===== src/rtl/tileMsgPkg.sv =====
`timescale 1ns/1ps
package tileMsgPkg;

  // Flit codes carried beside every payload
  typedef enum logic [1:0] {
    FLIT_HEAD = 2'd0,
    FLIT_ADDR = 2'd1,
    FLIT_DATA = 2'd2,
    FLIT_TAIL = 2'd3
  } flitKind_e;

  // Strobes from the receive control to the datapath
  typedef struct packed {
    logic takeHead;
    logic takeAddr;
    logic writeWord;
    logic tailDone;
  } rxStrobe_t;

endpackage


===== src/rtl/tileMsgRxCtrl.sv =====
`timescale 1ns/1ps
module tileMsgRxCtrl
  import tileMsgPkg::*;
(
  input  logic      clk,
  input  logic      rstN,
  input  logic      rxValid,
  input  flitKind_e rxKind,
  output rxStrobe_t strobe
);

  typedef enum logic [1:0] {
    WAIT_HEAD = 2'd0,
    WAIT_ADDR = 2'd1,
    IN_BODY   = 2'd2
  } rxState_e;

  rxState_e state, stateNext;

  always_comb begin
    strobe    = '0;
    stateNext = state;
    if (rxValid) begin
      unique case (state)
        WAIT_HEAD: begin
          if (rxKind == FLIT_HEAD) begin
            strobe.takeHead = 1'b1;
            stateNext       = WAIT_ADDR;
          end
        end
        WAIT_ADDR: begin
          if (rxKind == FLIT_ADDR) begin
            strobe.takeAddr = 1'b1;
            stateNext       = IN_BODY;
          end else begin
            stateNext = WAIT_HEAD;
          end
        end
        IN_BODY: begin
          if (rxKind == FLIT_DATA) begin
            strobe.writeWord = 1'b1;
          end else if (rxKind == FLIT_TAIL) begin
            strobe.tailDone = 1'b1;
            stateNext       = WAIT_HEAD;
          end else begin
            stateNext = WAIT_HEAD;
          end
        end
        default: stateNext = WAIT_HEAD;
      endcase
    end
  end

  always_ff @(posedge clk) begin
    if (!rstN) state <= WAIT_HEAD;
    else       state <= stateNext;
  end

endmodule


===== src/rtl/tileMsgDatapath.sv =====
`timescale 1ns/1ps
module tileMsgDatapath
  import tileMsgPkg::*;
#(
  parameter int DATA_W  = 32,
  parameter int IMEM_AW = 8,
  parameter int DMEM_AW = 9,
  parameter int COORD_W = 4
) (
  input  logic               clk,
  input  logic               rstN,
  input  rxStrobe_t          strobe,
  input  logic [DATA_W-1:0]  rxData,
  input  logic               sendValid,
  input  flitKind_e          sendKind,
  input  logic               sendToImem,
  input  logic [COORD_W-1:0] sendDestX,
  input  logic [COORD_W-1:0] sendDestY,
  input  logic [DATA_W-1:0]  sendPayload,
  output logic               txValid,
  output logic [1:0]         txType,
  output logic [DATA_W-1:0]  txData,
  output logic               imemWe,
  output logic [IMEM_AW-1:0] imemAddr,
  output logic [DATA_W-1:0]  imemData,
  output logic               dmemWe,
  output logic [DMEM_AW-1:0] dmemAddr,
  output logic [DATA_W-1:0]  dmemData,
  input  logic               coreStValid,
  input  logic [DMEM_AW-1:0] coreStAddr,
  input  logic [DATA_W-1:0]  coreStData,
  output logic               coreStReady,
  input  logic               waitReq,
  output logic               waitDone
);

  localparam int AW      = (IMEM_AW > DMEM_AW) ? IMEM_AW : DMEM_AW;
  localparam int SEL_BIT = 2 * COORD_W;

  logic          toImem;
  logic [AW-1:0] wordAddr;
  logic          arrived;
  logic          netImemWr, netDmemWr, arrivalNow;
  logic [DATA_W-1:0] headerWord;

  // Receive-side context: target store and running word address
  always_ff @(posedge clk) begin
    if (!rstN) begin
      toImem   <= 1'b0;
      wordAddr <= '0;
    end else begin
      if (strobe.takeHead)  toImem   <= rxData[SEL_BIT];
      if (strobe.takeAddr)  wordAddr <= rxData[AW-1:0];
      else if (strobe.writeWord) wordAddr <= wordAddr + AW'(1);
    end
  end

  assign netImemWr  = strobe.writeWord & toImem;
  assign netDmemWr  = strobe.writeWord & ~toImem;
  assign arrivalNow = strobe.tailDone & ~toImem;

  assign imemWe   = netImemWr;
  assign imemAddr = wordAddr[IMEM_AW-1:0];
  assign imemData = rxData;

  // Network write owns the data-store port; the core store waits
  assign coreStReady = ~netDmemWr;
  assign dmemWe      = netDmemWr | coreStValid;
  assign dmemAddr    = netDmemWr ? wordAddr[DMEM_AW-1:0] : coreStAddr;
  assign dmemData    = netDmemWr ? rxData : coreStData;

  // Arrival latch feeding the wait-for-data release
  assign waitDone = waitReq & arrived;

  always_ff @(posedge clk) begin
    if (!rstN) arrived <= 1'b0;
    else       arrived <= arrivalNow | (arrived & ~waitDone);
  end

  // Send side: header payload packing and one register stage
  always_comb begin
    headerWord                     = '0;
    headerWord[COORD_W-1:0]        = sendDestX;
    headerWord[SEL_BIT-1:COORD_W]  = sendDestY;
    headerWord[SEL_BIT]            = sendToImem;
  end

  always_ff @(posedge clk) begin
    if (!rstN) begin
      txValid <= 1'b0;
      txType  <= 2'd0;
      txData  <= '0;
    end else begin
      txValid <= sendValid;
      if (sendValid) begin
        txType <= sendKind;
        txData <= (sendKind == FLIT_HEAD) ? headerWord : sendPayload;
      end
    end
  end

endmodule


===== src/rtl/tileMsgPort.sv =====
`timescale 1ns/1ps
module tileMsgPort
  import tileMsgPkg::*;
#(
  parameter int DATA_W  = 32,
  parameter int IMEM_AW = 8,
  parameter int DMEM_AW = 9,
  parameter int COORD_W = 4
) (
  input  logic               clk,
  input  logic               rstN,
  input  logic               sendValid,
  input  logic [1:0]         sendType,
  input  logic               sendToImem,
  input  logic [COORD_W-1:0] sendDestX,
  input  logic [COORD_W-1:0] sendDestY,
  input  logic [DATA_W-1:0]  sendPayload,
  output logic               txValid,
  output logic [1:0]         txType,
  output logic [DATA_W-1:0]  txData,
  input  logic               rxValid,
  input  logic [1:0]         rxType,
  input  logic [DATA_W-1:0]  rxData,
  output logic               imemWe,
  output logic [IMEM_AW-1:0] imemAddr,
  output logic [DATA_W-1:0]  imemData,
  output logic               dmemWe,
  output logic [DMEM_AW-1:0] dmemAddr,
  output logic [DATA_W-1:0]  dmemData,
  input  logic               coreStValid,
  input  logic [DMEM_AW-1:0] coreStAddr,
  input  logic [DATA_W-1:0]  coreStData,
  output logic               coreStReady,
  input  logic               waitReq,
  output logic               waitDone
);

  rxStrobe_t strobe;

  tileMsgRxCtrl i_rxCtrl (
    .clk     (clk),
    .rstN    (rstN),
    .rxValid (rxValid),
    .rxKind  (flitKind_e'(rxType)),
    .strobe  (strobe)
  );

  tileMsgDatapath #(
    .DATA_W  (DATA_W),
    .IMEM_AW (IMEM_AW),
    .DMEM_AW (DMEM_AW),
    .COORD_W (COORD_W)
  ) i_datapath (
    .clk         (clk),
    .rstN        (rstN),
    .strobe      (strobe),
    .rxData      (rxData),
    .sendValid   (sendValid),
    .sendKind    (flitKind_e'(sendType)),
    .sendToImem  (sendToImem),
    .sendDestX   (sendDestX),
    .sendDestY   (sendDestY),
    .sendPayload (sendPayload),
    .txValid     (txValid),
    .txType      (txType),
    .txData      (txData),
    .imemWe      (imemWe),
    .imemAddr    (imemAddr),
    .imemData    (imemData),
    .dmemWe      (dmemWe),
    .dmemAddr    (dmemAddr),
    .dmemData    (dmemData),
    .coreStValid (coreStValid),
    .coreStAddr  (coreStAddr),
    .coreStData  (coreStData),
    .coreStReady (coreStReady),
    .waitReq     (waitReq),
    .waitDone    (waitDone)
  );

endmodule


===== config.mk =====
export PLATFORM = sky130hd
export DESIGN_NAME = tileMsgPort
export DESIGN_NICKNAME = d
export VERILOG_FILES = /design/src/rtl/tileMsgPkg.sv /design/src/rtl/tileMsgRxCtrl.sv /design/src/rtl/tileMsgDatapath.sv /design/src/rtl/tileMsgPort.sv
export SDC_FILE = /design/constraint.sdc
export NUM_CORES = 1
export LEC_CHECK = 0
export BUFFER_PORTS_ARGS = -buffer_cell sky130_fd_sc_hd__buf_2
export CORE_AREA = 5 5 92 94
export CTS_CLUSTER_SIZE = 8
export DETAILED_ROUTE_END_ITERATION = 10
export DIE_AREA = 0 0 97 99
export GPL_TIMING_DRIVEN = 0
export HOLD_SLACK_MARGIN = 0.03
export PLACE_DENSITY = 0.79
export SETUP_SLACK_MARGIN = 0.1
export SYNTH_ARGS = -nofsm -noshare
export SYNTH_HDL_FRONTEND = slang
export SYNTH_SLANG_ARGS = --single-unit

===== constraint.sdc =====
create_clock -name clk -period 2.4 [get_ports clk]
set_input_delay 0.12 -clock clk [delete_from_list [all_inputs] [get_ports clk]]
set_output_delay 0.12 -clock clk [all_outputs]
set_load 0.005 [all_outputs]

==> flow_metrics.tcl, run 1 <==
set metrics [dict create \
    fin_area_mm2 0.00437 \
    fin_cells 688 \
    place_inst 676 \
    arrival_ps 2060 \
    synth_cell_types 38 \
    max_freq_ghz 0.458 \
    max-vdd-ir-drop_mv 0.414 \
    worst_pin_slew_ps 611 \
    grt_use_total 0.216 \
    synth_compound_area_frac 0.116 \
    drv_cap 0 \
    cts_htree_levels 2 \
    synth_ff_type "dfxtp_1" \
    startpoint "i_rxCtrl.state[0]" \
    whs_path_depth 3 \
    wl_um 11100 \
    crit_required_ps 2280 \
    synth_fa_ha_area_frac 0.00430 \
    antenna_found_initial 1 \
    tns_ps 0 \
    synth_top_family_by_area "simple AND/OR/NAND/NOR gates" \
    ys_seq_area_frac 0.330 \
    endpoint_kind "output port" \
    reg2reg_from "i_rxCtrl.state[0]" \
    drtIter0Drc 53 \
    viasPerCell 4.84 \
    netlist_instances 333 \
    clk_pin_slew_ps 100 \
    cts_sinks 48 \
    critPathLaunchType "flop" \
    min_period_ps 2180 \
    place_hpwl_um 9370 \
    route.detailed.drc 0 \
    r2r_cells 5 \
    initial_core_util 0.385 \
    cts_buffers 5 \
    grt_pass1_vias 3282 \
    synth-edff-count 0 \
    root_buffer "clkbuf_8" \
    async_flop_share 0 \
    synthSimpleGateAreaFrac 0.219 \
    critical_path_class "flop to output port" \
    grt_pass1_wl_um 17000 \
    first_pass_iters 4 \
    overflow 0 \
    syn_to_final_growth_pct 50.2 \
    fillers 728 \
    layout_commonest_cell "buf_2" \
    wl_per_cell_um 16.1 \
    setup_viol 0 \
    synth_top_area_share 0.330 \
    clk_latency_ps 290 \
    clockBufferDepth 2 \
    leakage_nw 2.20 \
    dieArea_mm2 0.00960 \
    slew_headroom 0.591 \
    die_h_um 99 \
    synth.area.mux_share 0.176 \
    slew_viol_final 0 \
    synth_xor_area_frac 0 \
    p_per_area_mw_per_mm2 414 \
    vias 3328 \
    worstHoldStart "sendDestX[3]" \
    ant_nets 0 \
    min_path_type "input pin to flop" \
    syn_avg_cell_area_um2 8.74 \
    rsz0062_at_grt "no" \
    gp_congestion 1.02 \
    hold_viol_final 0 \
    skew_ps 2.06 \
    io_buffers 241 \
    yosysWarnings 0 \
    cts_tree "built" \
    synth-seq-cells 48 \
    nets 709 \
    outcome "complete, no violations" \
    grt_max_degree 17 \
    netlist_area_mm2 0.00291 \
    num_io_pins 244 \
    placed_cell_area_mm2 0.00425 \
    final_cell_mix "buf_2 (241), dfxtp_1 (48), buf_4 (43), mux2_2 (34), a21oi_1 (28)" \
    critPathMaxFanout 10 \
    die_x_um 97 \
    syn_nets 458 \
    drive_gt1_frac 0.576 \
    coreArea_mm2 0.00757 \
    synth.area.top_cells "dfxtp_1 (33%), mux2_2 (13%), buf_4 (10%)" \
    yosys.area.top_type "dfxtp_1" \
    fin_crit_sh 0.910 \
    ctsHoldBuffers 0 \
    rows 32 \
]
worst max-delay path: stages (launching register included):
cell,delay [ps]
dfxtp_1,350
and3b_1,240
buf_6,140
nand2_8,80
nor2_4,270
buf_6,200
mux2_2,340
buf_2,130
kinds of logic (layout without fill, tap and decap cells):
| kind of cell | after synthesis | count (layout) |
|---|---|---|
| fa+ha+maj | 1 | 1 |
| buf+inv | 70 | 322 |
| simple gates | 115 | 115 |
| compound gates | 53 | 53 |
| other cells | 0 | 1 |
| flops | 48 | 48 |
| mux | 46 | 46 |
report_power, final:
group | total, W | switching (W) | internal (W)
Combinational | 0.000423 | 0.000188 | 0.000235
Sequential | 0.000852 | 0.0000200 | 0.000832
Clock | 0.000534 | 0.000292 | 0.000242
Total | 0.00181 | 0.000500 | 0.00131
per-stage QoR:
stage | setup WS [ps] | util | total power [W] | hold WS, ps
final | 215 | 0.578 | 0.00181 | 64.5
after global routing | 107 | 0.578 | 0.00191 | 57.1
after CTS | 202 | 0.574 | 0.00182 | 56.5
after detailed placement | 542 | 0.561 | 0.00130 | 394
after global placement | 578 | 0.561 | 0.00129 | 380
after floorplan | 850 | - | 0.00105 | 267
worst paths after layout:
check | endpoint | slack [ps]
setup / recovery | dmemData[23] | 220
hold / removal | i_datapath.txData[3] | 60
setup reg to reg | i_datapath.wordAddr[7] | 840
hold reg to reg | i_datapath.txData[31] | 470
what timing repair did:
item	4_1_cts	5_1_grt
buffers inserted	0	3
hold endpoints to repair	0	0
resized for setup	0	1
setup endpoints to repair	0	1
routing by layer:
metal | share of wire | up-vias | track usage
met3 | 0.11 | 11 | 0.0927
li1 | - | 1630 | -
met4 | 0.013 | 0 | 0.0551
met2 | 0.52 | 168 | 0.408
met1 | 0.35 | 1519 | 0.218
met5 | 0 | - | 0
sequential cells by signal, indices dropped and copies added, names as in the netlist:
register and flops:
i_datapath.wordAddr 9, i_datapath.txType 2, i_datapath.txValid 1, i_datapath.toImem 1
i_datapath.arrived 1, i_rxCtrl.state 2, i_datapath.txData 32
final cells by class:
type,count,area (µm²),area share
timing repair buffer,244,1230,0.281
clock buffer,6,82.6,0.0189
multi-input combinational,215,1500,0.343
tap,102,128,0.0292
inverter,7,26.3,0.00601
antenna,1,2.50,0.000572
buffer,63,428,0.0978
sequential,48,961,0.220
clock inverter,2,17.5,0.00400
synthesized netlist by cell type (2+ instances only):
cell,instances
inv_1,6
a31oi_1,5
a311oi_1,9
buf_4,40
o221ai_1,2
mux2_1,7
and2_1,4
nand2b_1,25
or2_2,2
o211ai_1,5
and3b_1,2
nand3_1,26
mux2_2,34
buf_6,5
nand2_1,24
mux2i_1,5
nor2_1,16
and4_1,2
clkbuf_1,17
nand4_1,3
or3_1,3
a21oi_1,28
dfxtp_1,48
Note: power is estimated with default switching activity, not from simulation.
==> run 2: changes to the inputs <==
Settings changed: PLACE_DENSITY 0.79 to 0.78, SYNTH_HIERARCHICAL from default to 1.
==> flow_metrics.tcl, run 2 <==
set metrics [dict create \
    yosysWarnings 6 \
    rows 32 \
    hold_viol_final 0 \
    p_per_area_mw_per_mm2 434 \
    worstHoldStart "sendDestX[2]" \
    critPathLaunchType "flop" \
    ctsHoldBuffers 0 \
    final_cell_mix "buf_2 (249), dfxtp_1 (48), buf_4 (44), mux2_2 (29), a21oi_1 (29)" \
    root_buffer "clkbuf_8" \
    clockBufferDepth 2 \
    tns_ps 0 \
    coreArea_mm2 0.00757 \
    netlist_instances 333 \
    diodes 0 \
    max-vdd-ir-drop_mv 0.293 \
    critical_path_class "flop to output port" \
    cts_buffers 5 \
    startpoint "i_rxCtrl/state[0]" \
    grt_pass1_vias 3249 \
    setup_viol 0 \
    cts_htree_levels 2 \
    drive_gt1_frac 0.576 \
    critPathMaxFanout 10 \
    cts_tree "built" \
    synth-seq-cells 48 \
    layout_commonest_cell "buf_2" \
    slew_viol_final 0 \
    vias 3247 \
    synth_top_area_share 0.335 \
    syn_to_final_growth_pct 51.1 \
    viasPerCell 4.74 \
    largest_register_ffs 32 \
    yosys.area.top_type "dfxtp_1" \
    overflow 0 \
    cts_sinks 48 \
    max_freq_ghz 0.461 \
    clk_latency_ps 290 \
    dieArea_mm2 0.00960 \
    critPathSlowestCell "mux2_2" \
    fin_crit_sh 0.903 \
    grt_use_total 0.200 \
    synth.area.top_cells "dfxtp_1 (34%), buf_4 (12%), mux2_2 (11%)" \
    fin_cells 685 \
    rsz0062_at_grt "no" \
    place_hpwl_um 8710 \
    cp_cell_sequence "nand2b_1 > nor3_2 > nor2b_1 > buf_4 > buf_4 > mux2_2 > buf_2" \
    endpoint_kind "output port" \
    first_pass_iters 4 \
    drtIter0Drc 67 \
    synth.most_common_cell "dfxtp_1" \
    yosys-top-cells-count "dfxtp_1 (48), buf_4 (44), a21oi_1 (29), mux2_2 (29)" \
    outcome "complete, no violations" \
    ys_seq_area_frac 0.335 \
    grt_pass1_wl_um 15700 \
    reg2reg_from "i_rxCtrl/state[0]" \
    grt_max_degree 16 \
    wl_per_cell_um 15.1 \
    synth-edff-count 0 \
    netlist_area_mm2 0.00287 \
    async_flop_share 0 \
    max_stage_delay_ps 350 \
    initial_core_util 0.379 \
    critPathTopFamily "simple AND/OR/NAND/NOR gates" \
    fillers 718 \
    min_period_ps 2170 \
    min_path_type "input pin to flop" \
    wl_um 10300 \
    arrival_ps 2050 \
    worst_pin_slew_ps 567 \
    ant_nets 0 \
    largest_registers "i_datapath/txData (32), i_datapath/wordAddr (9)" \
    nets 707 \
    num_io_pins 244 \
    gp_congestion 1.04 \
    io_buffers 242 \
    drv_cap 0 \
    synth_cell_types 34 \
    die_h_um 99 \
    slew_headroom 0.622 \
    route.detailed.drc 0 \
    synth_ff_type "dfxtp_1" \
    skew_ps 2.03 \
    leakage_nw 2.19 \
    cp_common_cell "buf_4" \
    clk_pin_slew_ps 90 \
    syn_avg_cell_area_um2 8.60 \
    crit_required_ps 2280 \
    antenna_found_initial 0 \
    crit_buf_inv 3 \
    syn_nets 458 \
    top_register "i_datapath/txData" \
    die_x_um 97 \
    place_inst 677 \
]
-- run 2: worst reg2reg max path, stage by stage (launching register included) --
cell	delay, ps
dfxtp_1	330
nand2b_1	180
nor3_2	250
buf_4	220
nand4_1	120
or3_1	330
a31oi_1	160
-- run 2: layout make-up --
type                    count  area, µm²  area share
clock buffers               6       82.6      0.0191
multi-input cells         219       1470       0.340
well taps                 102        128      0.0295
inverters                   4       15.0     0.00347
flip-flops and latches     48        961       0.222
plain buffers              62        422      0.0974
repair buffers            242       1210       0.280
clock inverters             2       38.8     0.00896
-- run 2: cell families after synthesis --
kind of cell	Yosys count	synth area share
xor gates and xnor gates	4	0.0122
DFF	48	0.335
adders and majority gates	1	0.00437
buffers and inverters	66	0.152
and+or+nand+nor	113	0.203
AOI/OAI and AO/OA	56	0.117
muxes	45	0.176
-- run 2: worst paths after layout --
kind	to	slack [ps]	cells after the start
max reg2reg	i_datapath/wordAddr[8]	740	6
max	dmemData[15]	230	7
min	i_datapath/txData[2]	70	3
min reg2reg	i_datapath/txData[25]	470	2
-- run 2: metrics by stage --
step	setup WS, ps	utilization	power [W]	instance area [µm²]	hold slack [ps]
after detailed placement	406	0.556	0.00129	4200	394
final	233	0.572	0.00188	4330	74.9
after floorplan	779	-	0.00105	2870	238
after global routing	115	0.572	0.00198	4330	72.7
after CTS	184	0.572	0.00190	4330	65.8
after global placement	421	0.556	0.00128	4200	383
-- run 2: power breakdown --
group          internal, W  switching [W]
sequential        0.000832      0.0000202
combinational     0.000234       0.000181
clock             0.000341       0.000272
total              0.00141       0.000473
-- run 2: timing repair --
action,CTS,global route
resized for setup,1,0
buffers inserted,0,0
endpoints found under the setup margin,21,0
-- run 2: layer usage --
layer / vias up / part of all wire / GRT usage
met1: 1451 / 0.37 / 0.212
li1: 1617 / - / -
met5: - / 0 / 0
met2: 169 / 0.52 / 0.379
met4: 0 / 0.012 / 0.0529
met3: 10 / 0.098 / 0.0637
